**src/rtl/rate_div_pkg.sv**
```systemverilog
package rate_div_pkg;

  function automatic int unsigned div_floor(input int unsigned num, input int unsigned den);
    return num / den;
  endfunction

  function automatic int unsigned div_ceil(input int unsigned num, input int unsigned den);
    return (num + den - 1) / den;
  endfunction

endpackage

```
**src/rtl/rate_div_addend_sel.sv**
```systemverilog
module rate_div_addend_sel #(
  parameter int unsigned INC   = 256,
  parameter int unsigned MOD   = 78125,
  parameter int unsigned ACC_W = 17
) (
  input  logic [ACC_W-1:0] acc_i,
  output logic             wrap_o,
  output logic [ACC_W-1:0] addend_o
);
  localparam int unsigned     THRESH    = MOD - INC;
  localparam logic [ACC_W:0]  WRAP_WIDE = (ACC_W+1)'((2**ACC_W) + INC - MOD);
  localparam logic [ACC_W-1:0] ADD_STEP = ACC_W'(INC);
  localparam logic [ACC_W-1:0] ADD_WRAP = WRAP_WIDE[ACC_W-1:0];

  // Wrap when the residue plus the step would reach the modulus.
  assign wrap_o   = ({1'b0, acc_i} >= (ACC_W+1)'(THRESH));
  // The negative operand is taken modulo 2^ACC_W, so one adder both steps and wraps.
  assign addend_o = wrap_o ? ADD_WRAP : ADD_STEP;

endmodule

```
**src/rtl/rate_div_acc.sv**
```systemverilog
module rate_div_acc #(
  parameter int unsigned INC   = 256,
  parameter int unsigned MOD   = 78125,
  parameter int unsigned ACC_W = 17
) (
  input  logic             clk_i,
  input  logic             rst_ni,
  input  logic             en_i,
  input  logic             wrap_i,
  input  logic [ACC_W-1:0] addend_i,
  output logic [ACC_W-1:0] acc_o,
  output logic             pulse_o
);
  logic [ACC_W-1:0] acc_q;
  logic             pulse_q;

  always_ff @(posedge clk_i or negedge rst_ni) begin
    if (!rst_ni) begin
      acc_q   <= '0;
      pulse_q <= 1'b0;
    end else begin
      pulse_q <= en_i & wrap_i;
      if (en_i) acc_q <= acc_q + addend_i;
    end
  end

  assign acc_o   = acc_q;
  assign pulse_o = pulse_q;

  p_acc_below_mod_r4: assert property (@(posedge clk_i) disable iff (!rst_ni)
    32'(acc_q) < MOD);

  p_plain_step_r2: assert property (@(posedge clk_i) disable iff (!rst_ni)
    (en_i && (32'(acc_q) + INC < MOD)) |=>
      ((32'(acc_q) == 32'($past(acc_q)) + INC) && !pulse_q));

  p_wrap_step_r3: assert property (@(posedge clk_i) disable iff (!rst_ni)
    (en_i && (32'(acc_q) + INC >= MOD)) |=>
      ((32'(acc_q) + MOD == 32'($past(acc_q)) + INC) && pulse_q));

  p_idle_hold_r5: assert property (@(posedge clk_i) disable iff (!rst_ni)
    !en_i |=> ($stable(acc_q) && !pulse_q));

endmodule

```
**src/rtl/rate_div_square.sv**
```systemverilog
module rate_div_square #(
  parameter bit SQUARE_EN = 1'b1
) (
  input  logic clk_i,
  input  logic rst_ni,
  input  logic en_i,
  input  logic wrap_i,
  input  logic pulse_i,
  output logic square_o
);
  generate
    if (SQUARE_EN) begin : g_toggle
      logic sq_q;
      always_ff @(posedge clk_i or negedge rst_ni) begin
        if (!rst_ni)             sq_q <= 1'b0;
        else if (en_i && wrap_i) sq_q <= ~sq_q;
      end
      assign square_o = sq_q;

      p_square_follows_pulse_r6: assert property (@(posedge clk_i) disable iff (!rst_ni)
        (sq_q != $past(sq_q)) == pulse_i);
    end else begin : g_none
      logic unused_w;
      assign unused_w = clk_i ^ rst_ni ^ en_i ^ wrap_i ^ pulse_i;
      assign square_o = 1'b0;
    end
  endgenerate

endmodule

```
**src/rtl/rate_accum_div.sv**
```systemverilog
module rate_accum_div #(
  parameter int unsigned INC       = 256,
  parameter int unsigned MOD       = 78125,
  parameter bit          SQUARE_EN = 1'b1,
  localparam int unsigned ACC_W    = $clog2(MOD)
) (
  input  logic             clk_i,
  input  logic             rst_ni,
  input  logic             en_i,
  output logic             pulse_o,
  output logic             square_o,
  output logic [ACC_W-1:0] acc_o
);
  import rate_div_pkg::*;

  localparam int unsigned GAP_LO = div_floor(MOD, INC);
  localparam int unsigned GAP_HI = div_ceil(MOD, INC);
  localparam int unsigned GAP_W  = $clog2(GAP_HI + 1) + 1;

  logic             wrap_w;
  logic [ACC_W-1:0] addend_w;
  logic [ACC_W-1:0] acc_w;
  logic             pulse_w;

  rate_div_addend_sel #(.INC(INC), .MOD(MOD), .ACC_W(ACC_W)) u_sel (
    .acc_i    (acc_w),
    .wrap_o   (wrap_w),
    .addend_o (addend_w)
  );

  rate_div_acc #(.INC(INC), .MOD(MOD), .ACC_W(ACC_W)) u_acc (
    .clk_i    (clk_i),
    .rst_ni   (rst_ni),
    .en_i     (en_i),
    .wrap_i   (wrap_w),
    .addend_i (addend_w),
    .acc_o    (acc_w),
    .pulse_o  (pulse_w)
  );

  rate_div_square #(.SQUARE_EN(SQUARE_EN)) u_sq (
    .clk_i    (clk_i),
    .rst_ni   (rst_ni),
    .en_i     (en_i),
    .wrap_i   (wrap_w),
    .pulse_i  (pulse_w),
    .square_o (square_o)
  );

  assign acc_o   = acc_w;
  assign pulse_o = pulse_w;

  // Spacing monitor: counts enabled clocks since the last wrap.
  logic [GAP_W-1:0] gap_q;
  logic             seen_q;

  always_ff @(posedge clk_i or negedge rst_ni) begin
    if (!rst_ni) begin
      gap_q  <= '0;
      seen_q <= 1'b0;
    end else if (en_i) begin
      if (wrap_w) begin
        gap_q  <= '0;
        seen_q <= 1'b1;
      end else if (gap_q != '1) begin
        gap_q  <= gap_q + 1'b1;
      end
    end
  end

  p_gap_range_r8: assert property (@(posedge clk_i) disable iff (!rst_ni)
    (en_i && wrap_w && seen_q) |->
      ((32'(gap_q) + 1 >= GAP_LO) && (32'(gap_q) + 1 <= GAP_HI)));

endmodule

```
**config.mk**
```make
export PLATFORM = sky130hd
export DESIGN_NAME = rate_accum_div
export DESIGN_NICKNAME = d
export VERILOG_FILES = /design/src/rtl/rate_div_pkg.sv /design/src/rtl/rate_div_addend_sel.sv /design/src/rtl/rate_div_acc.sv /design/src/rtl/rate_div_square.sv /design/src/rtl/rate_accum_div.sv
export SDC_FILE = /design/constraint.sdc
export NUM_CORES = 1
export LEC_CHECK = 0
export BUFFER_PORTS_ARGS = -buffer_cell sky130_fd_sc_hd__buf_2
export CORE_MARGIN = 2
export CORE_UTILIZATION = 55
export DETAILED_ROUTE_END_ITERATION = 12
export PLACE_DENSITY = 0.78
export SYNTH_ARGS = -nofsm -noshare
export SYNTH_HDL_FRONTEND = slang
export SYNTH_SLANG_ARGS = --single-unit
```
**constraint.sdc**
```tcl
create_clock -name clk_i -period 3.6 [get_ports clk_i]
set_input_delay 0.36 -clock clk_i [delete_from_list [all_inputs] [get_ports clk_i]]
set_output_delay 0.36 -clock clk_i [all_outputs]
set_load 0.005 [all_outputs]
```
# After elaboration in Yosys (flattened, before gate mapping)
# Cells that the tools add are included.
# Widths: inputs -> output; s select.
dict set report word_totals {
  out_inout_bits 19
  regBits 19
  in_bits 3
  wordCells 9
}
dict set report op_classes {
  bitwise_logic 2
  add_sub_neg 1
  n_lt_le_gt_ge 1
  n_mux 1
  reduce_logical 1
}
# cell count
set op_table {}
lappend op_table {{$add 17x16->17} 1}
lappend op_table {{$ge 17x17->1 const B} 1}
lappend op_table {{$mux 16} 1}
lappend op_table {{$and 1x1->1} 1}
lappend op_table {{$logic_and 1x1->1} 1}
lappend op_table {{$not 1->1} 1}

# Depth between registers and ports, before layout
# Gate-level depths: netlist (run 1).
dict set report logic_depth {
  ltp_word 3
  depth_mapped 11
  mapped_depth_nobuf 11
}

# By module
# A second synthesis (run 1) with hierarchy kept.
dict set report unflattened {
  hier_cells 187
  area_unflattened_um2 1702.9
}
# module seq_area_each_um2 area_per_inst_um2 cells_per_inst instances
set modules_own_cells {}
lappend modules_own_cells {rate_div_acc 450.4 1483.9 158 1}
lappend modules_own_cells {rate_div_addend_sel 0.0 181.4 26 1}
lappend modules_own_cells {rate_div_square 25.0 37.5 3 1}

# Worst setup path before layout (run 1)
# No wires, ideal clock.
dict set report synth_path {
  path_kind {reg-to-reg}
  from {reg u_acc.acc_q[1] (netlist: u_acc.acc_o[1])}
  to {reg u_acc.acc_q[16] (netlist: u_acc.acc_o[16])}
  setup_time_ps 130
  synth_period_minus_slack_ps 2927
  path_stages_with_launch 12
  arrival_time_ps 2797
  slack_ps 673
  path_cell_list {dfrtp_1 > o211a_1 > o21ai_0 > a31oi_1 > o31a_1 > ha_1 > fa_1 > a41o_1 > a31o_2 > a21oi_1 > o211ai_1 > xor2_1}
}
dict set report synth_via {
  elab_chain_cells 3
}
# element line_no
set synth_lines {}
lappend synth_lines {{from (decl)} rate_div_acc.sv:14} ;# logic [ACC_W-1:0] acc_q;
lappend synth_lines {{from (signal assigned)} rate_div_acc.sv:23} ;# if (en_i) acc_q <= acc_q + addend_i;
lappend synth_lines {{$ge 17x17->1} rate_div_addend_sel.sv:16} ;# assign wrap_o = ({1'b0, acc_i} >= (ACC_W+1)'(THRESH));
lappend synth_lines {{$mux 16} rate_div_addend_sel.sv:18} ;# assign addend_o = wrap_o ? ADD_WRAP : ADD_STEP;
lappend synth_lines {{$add 17x16->17 (*)} rate_div_acc.sv:23}
# Mark *: on every way between the ends. The rest lies on a longest branch, timed or not.
# A chain may end at the register's enable or synchronous reset.

# Worst setup path in the final report (run 1)
# Same ends and word-level chain as after synthesis.

==> metrics.md, run 1 <==
| Metric | Value |
|---|---|
| Outcome | complete, no violations |
| First-pass DRT Iterations | 4 |
| Post-Route WL | between 2000 and 3000 um |
| Root Driver | clkbuf_4 |
| Gpl congestion | 0.928 |
| Post-CTS Setup Bufs | 0 |
| Compound-Gate Fraction of Synth Area | 0.197 |
| Crit path max fanout | 11 |
| Final setup vio count | 0 |
| RSZ-0062 raised after global routing | no |
| Mapped Area | 1310 um^2 |
| CP Cell Sequence | o211a_1 > o21ai_0 > a31oi_1 > o31a_1 > ha_1 > fa_1 > a41o_1 > a31o_2 > a21oi_1 > o211ai_1 > xor2_1 |
| Worst-path cell with the longest stage delay | dfrtp_1 |
| Initial antenna violation count | 0 |
| Max-slew headroom | 0.676 |
| Vias per cell | a little over 6 |
| Die Area | ~2800 um^2 |
| Mean Syn Cell Area | between 9 and 10 um^2 |
| DP HPWL | between 2000 and 2500 um |
| Yosys top cell by area | dfrtp_1 |
| Die Height | between 50 and 60 um |
| Final hold viol count | 0 |
| Cell variety after synth | 42 |
| Synth Warn # | 0 |
| Post-synth top area share | 0.362 |
| Overall die width | about 53 um |
| Synth Area in Adders | 0.111 |
| Max Slew Vio Count | 0 |
| Post-synthesis async set-or-reset flop share | 1.00 |
| WL/cell | 15.3 um |
| Register area share after synthesis | 0.362 |
| Top Ports | 22 |
| Via count | between 1000 and 1500 |
| Setup slack after layout | 333 ps |
| IO buf count | 21 |
| CTS Sinks | 19 |
| Crit share post-route | 0.907 |
| TNS Setup | 0 ps |
| Antenna cells | 0 |
| Critical setup path kind | flop to flop |
| Top cells by area, synth | dfrtp_1 36%, ha_1 9.5%, xnor2_1 4.7% |
| Share of layout cells above drive strength 1 | 0.212 |
| Worst hold path class | flop to flop |
| Prevailing post-synth register cell | dfrtp_1 |
| Post-CTS Resized | 0 |
| Max incr delay on CP | 450 ps |
| Vias in the first global route | around 1000 |
| Sequential Area | 475 um^2 |
| Footprint of the multi-input gates | between 700 and 800 um^2 |
| Final Net Count | 171 |
| Grt total ovfl | 0 |
| Most frequent cell after synthesis | dfrtp_1 |
| Post-synth top cells | 19 x dfrtp_1, 16 x nand2_1, 10 x ha_1 |
| Crit path time final | 3270 ps |
| Area grow syn2layout | 11.1% |
| Startpoint class of the critical path | flop |
| Syn Nets | approximately 150 |
| Max Cap Viol | 0 |
| Yosys reg bits | 19 |
| XOR/XNOR share of the synthesized area | 0.0867 |
| Simple-Gate Fraction of Synth Area | 0.160 |
| Crit path arrival time | approximately 3500 ps |
| Mapped Cells | 135 |
| Req. time, crit path | roughly 3800 ps |
| Iteration-0 DRC count of the detailed router | 42 |
| Routed Antenna Nets | 0 |
| CTS Buf Count | 3 |
| Crit. End Element | flop |
| First-pass GRT wire length | approximately 4500 um |
| Worst path buffer plus inverter count | 0 |
| Fillers | 200 |
| Largest family of logic cells by synthesized area | compound AO/OA/AOI/OAI gates |
| Worst-Skew Late Latency | 300 ps |
| DP Worst Slack | between 300 and 400 ps |
| Pin count of the biggest net entering global routing | 24 |
| Clk_skew | around 3.3 ps |
| Fmax | between 300 and 400 MHz |
| Clk pin slew, worst setup/hold paths | 110 ps |
| CTS Buffer Depth | 2 |
| EDFF count, synth | 0 |
| Drt drc | 0 |
| CTS H-tree lvls | 1 |
| TritonCTS clock tree | built |
| Core area | 2230 um^2 |
| Num rows | 17 |
| Cell family contributing the most delay on the critical path | compound AO/OA/AOI/OAI gates |
| Initial Util | 0.588 |
| Mux cell area share after synthesis | 0.0534 |
| GR Util All Layers | 0.221 |
| Worst-margin pin slew | 485 ps |
==> layout by cell type, fill, tap and decap left out, types with 3 or more instances in the layout <==
cell / netlist / final
clkbuf_4: 0 / 3
nand2_1: 16 / 16
dfrtp_1: 19 / 19
mux2_2: 4 / 4
buf_2: 1 / 21
nand3_1: 7 / 7
a211o_1: 3 / 3
a21oi_1: 9 / 9
xor2_1: 6 / 6
a31oi_1: 5 / 5
a21o_1: 3 / 3
xnor2_1: 7 / 7
nor2_1: 8 / 8
ha_1: 10 / 10
==> flip-flops by register name (all words and copies together) (netlist names) <==
| signal | count |
|---|---|
| u_acc.acc_o | 17 |
| u_sq.square_o | 1 |
| u_acc.pulse_o | 1 |
==> final timing paths <==
kind / startpoint / endpoint / slack, ps / depth (start not counted)
min in group asynchronous: rst_ni / u_acc.acc_o[0] / 520 / 2
worst min-delay path: u_sq.square_o / u_sq.square_o / 480 / 1
worst max-delay path: u_acc.acc_o[1] / u_acc.acc_o[16] / 330 / 11
max in group asynchronous: rst_ni / u_acc.acc_o[14] / 2780 / 2
worst max register to register: u_acc.acc_o[1] / u_acc.acc_o[16] / 330 / 11
worst min register to register: u_sq.square_o / u_sq.square_o / 480 / 1
==> final cells by class <==
cell class,instances,share of cell area
Sequential cell,19,0.326
Clock buffer,4,0.0180
Inverter,2,0.00515
Timing Repair Buffer,22,0.0790
Multi-Input combinational cell,109,0.548
Tap cell,28,0.0240
==> routing by layer <==
metal	routed length, um	GRT usage	part of all wire	up-vias
li1	-	-	-	546
met1	1350	0.311	0.48	525
met3	132	0.0254	0.047	5
met5	0	0	0	-
met2	1300	0.363	0.46	34
met4	30	0.0513	0.011	0
==> logic make-up (layout without fill, tap and decap cells) <==
| family | count (synthesis) | count (layout) |
|---|---|---|
| simple gates | 43 | 43 |
| compound gates | 36 | 36 |
| flops | 19 | 19 |
| buf+inv | 7 | 28 |
| mux | 6 | 6 |
| fa+ha+maj | 11 | 11 |
| xor+xnor | 13 | 13 |
==> what timing repair did <==
item                       in CTS  in global routing
hold buffers                    1                  0
hold endpoints to repair        9                  0
setup endpoints to repair       0                  0
==> per-stage QoR <==
| step | cells | instance area, um^2 | hold WS, ps | utilization |
|---|---|---|---|---|
| floorplan | 135 | 1310 | 64.4 | - |
| finish | 184 | 1460 | 480 | 0.653 |
| global placement | 179 | 1420 | 319 | 0.636 |
| detailed placement | 179 | 1420 | 328 | 0.636 |
| global route | 184 | 1460 | 505 | 0.653 |
| CTS | 184 | 1460 | 495 | 0.653 |
Power of run 1 is left out: the tool's default activity adds up to more than one toggle a clock period on the data nets, which glitch-free logic cannot reach.
==> run 2: changes to the inputs <==
Settings changed: PLACE_DENSITY 0.78 to 0.76.
==> run 2 against run 1 <==
Register-to-register slack is essentially flat. Maximum frequency shrank 0.22%. Die area is the same. Sequential cell count is the same. Critical path type unchanged. Highest routed layer unchanged.
==> metrics.md, run 2 (same netlist as run 1, synthesis figures left out) <==
| Metric | Value |
|---|---|
| Outcome | complete, no violations (unchanged) |
| Vias per cell | 6.29 (was 6.03) |
| TritonCTS clock tree | built (unchanged) |
| Share of layout cells above drive strength 1 | 0.212 (unchanged) |
| Worst-path cell with the longest stage delay | o31a_1 (was dfrtp_1) |
| Initial Util | 0.588 (unchanged) |
| Pin count of the biggest net entering global routing | 24 (unchanged) |
| Sink of the worst hold path | u_sq.square_o (unchanged) |
| GR Util All Layers | 0.241 (was 0.221) |
| Worst-margin pin slew | 486 ps (was 485 ps) |
| Post-Route WL | 2850 um (was 2820 um) |
| Num rows | 17 (unchanged) |
| Die Area | 2790 um^2 (unchanged) |
| Max-slew headroom | 0.676 (about the same) |
| Grt total ovfl | 0 (unchanged) |
| Vias in the first global route | 1087 (was 1024) |
| Initial antenna violation count | 0 (unchanged) |
| CP Cell Sequence | nor4_1 > a31oi_1 > o31a_1 > ha_1 > fa_1 > a41o_1 > a31o_2 > a21oi_1 > o211ai_1 > xor2_1 (was o211a_1 > o21ai_0 > a31oi_1 > o31a_1 > ha_1 > fa_1 > a41o_1 > a31o_2 > a21oi_1 > o211ai_1 > xor2_1) |
| Overall die width | 52.9 um (unchanged) |
| Clk pin slew, worst setup/hold paths | 110 ps (about the same) |
| RSZ-0062 raised after global routing | no (unchanged) |
| IO buf count | 21 (unchanged) |
| CTS H-tree lvls | 1 (unchanged) |
| Final setup vio count | 0 (unchanged) |
| Top Ports | 22 (unchanged) |
| Iteration-0 DRC count of the detailed router | 44 (was 42) |
| Cell family contributing the most delay on the critical path | compound AO/OA/AOI/OAI gates (unchanged) |
| DP HPWL | 2110 um (was 2080 um) |
| Root Driver | clkbuf_4 (unchanged) |
| Worst reg2reg path depth | 10 (was 11) |
| Gpl congestion | 0.902 (was 0.928) |
| Antenna cells | 0 (unchanged) |
| Core area | 2230 um^2 (unchanged) |
| Hold Slack | 476 ps (was 480 ps) |
| Worst hold path class | flop to flop (unchanged) |
| Crit path arrival time | 3470 ps (was 3460 ps) |
| Worst Setup SP | u_acc.acc_o[11] (was u_acc.acc_o[1]) |
| Worst path depth | 10 (was 11) |
| Startpoint class of the critical path | flop (unchanged) |
| Crit. End Element | flop (unchanged) |
| Crit share post-route | 0.909 (was 0.907) |
| Max incr delay on CP | 440 ps (was 450 ps) |
| Req. time, crit path | 3790 ps (about the same) |
| Leading cell type in the layout, fill and taps excluded | buf_2 (unchanged) |
| Worst r2r dst | u_acc.acc_o[16] (unchanged) |
| Drt drc | 0 (unchanged) |
| Worst path buffer plus inverter count | 0 (unchanged) |
| Register-to-register setup slack | 330 ps (about the same) |
| Max Slew Vio Count | 0 (unchanged) |
| Number of flip-flops in the largest register | 17 (unchanged) |
| Fillers | 191 (was 200) |
| Reg2reg start | u_acc.acc_o[11] (was u_acc.acc_o[1]) |
| Max Cap Viol | 0 (unchanged) |
| Via count | 1158 (was 1110) |
| CTS Buf Count | 3 (unchanged) |
| CTS Sinks | 19 (unchanged) |
| Hold path depth | 1 (unchanged) |
| Crit path time final | 3270 ps (about the same) |
| Final Net Count | 171 (unchanged) |
| TNS Setup | 0 ps (unchanged) |
| Area grow syn2layout | 11.1% (unchanged) |
| Routed Antenna Nets | 0 (unchanged) |
| Clk_skew | 1.92 ps (was 3.26 ps) |
| Hold Path Origin | u_sq.square_o (unchanged) |
| Critical setup path kind | flop to flop (unchanged) |
| WL/cell | 15.5 um (was 15.3 um) |
| Final hold viol count | 0 (unchanged) |
| First-pass DRT Iterations | 4 (unchanged) |
| First-pass GRT wire length | 4880 um (was 4550 um) |
| Fmax | 305 MHz (was 306 MHz) |
| CTS Buffer Depth | 2 (unchanged) |
| Die Height | 52.9 um (unchanged) |
| Most frequent cells in the layout | 21 x buf_2, 19 x dfrtp_1, 16 x nand2_1 (unchanged) |
| Worst-Skew Late Latency | 300 ps (about the same) |
| Crit path max fanout | 11 (unchanged) |
[run 2: cell counts in the layout (fill, tap and decap cells not counted)]
No cell type changed its count.
[run 2: timing repair]
item	CTS	global route
hold buffers	1	0
endpoints found under the hold margin	19	0
setup endpoints to repair	0	0
gates resized for setup	0	0
setup buffers	0	0
[run 2: layout make-up]
class / count / area, um^2 / area share
repair buffers: 22 / 115 / 0.0790
multi-input cells: 109 / 798 / 0.548
clock buffers: 4 / 26.3 / 0.0180
inverters: 2 / 7.51 / 0.00515
well taps: 28 / 35.0 / 0.0240
flip-flops and latches: 19 / 475 / 0.326
[run 2: metrics by stage]
| step | cells | area [um^2] | utilization | setup slack, ps |
|---|---|---|---|---|
| after floorplan | 135 | 1310 | - | 673 |
| after global placement | 179 | 1420 | 0.636 | 489 |
| after detailed placement | 179 | 1420 | 0.636 | 347 |
| after CTS | 184 | 1460 | 0.653 | 313 |
| after global routing | 184 | 1460 | 0.653 | 76.0 |
| final | 184 | 1460 | 0.653 | 326 |
[run 2: how the worst max path moves through the flow]
stage / end
2_1_floorplan: u_acc.acc_o[16]
3_3_place_gp: u_acc.acc_o[16]
3_5_place_dp: u_acc.acc_o[16]
4_1_cts: u_acc.acc_o[16]
5_1_grt: u_acc.acc_o[16]
6_report: u_acc.acc_o[16]
[run 2: layer usage]
| layer | vias to the layer above | global-route usage | part of all wire |
|---|---|---|---|
| met5 | - | 0 | 0 |
| met4 | 0 | 0.120 | 0.031 |
| met2 | 59 | 0.369 | 0.46 |
| met3 | 11 | 0.0395 | 0.072 |
| met1 | 541 | 0.327 | 0.44 |
| li1 | 547 | - | - |
Power of run 2 is left out for the same reason.
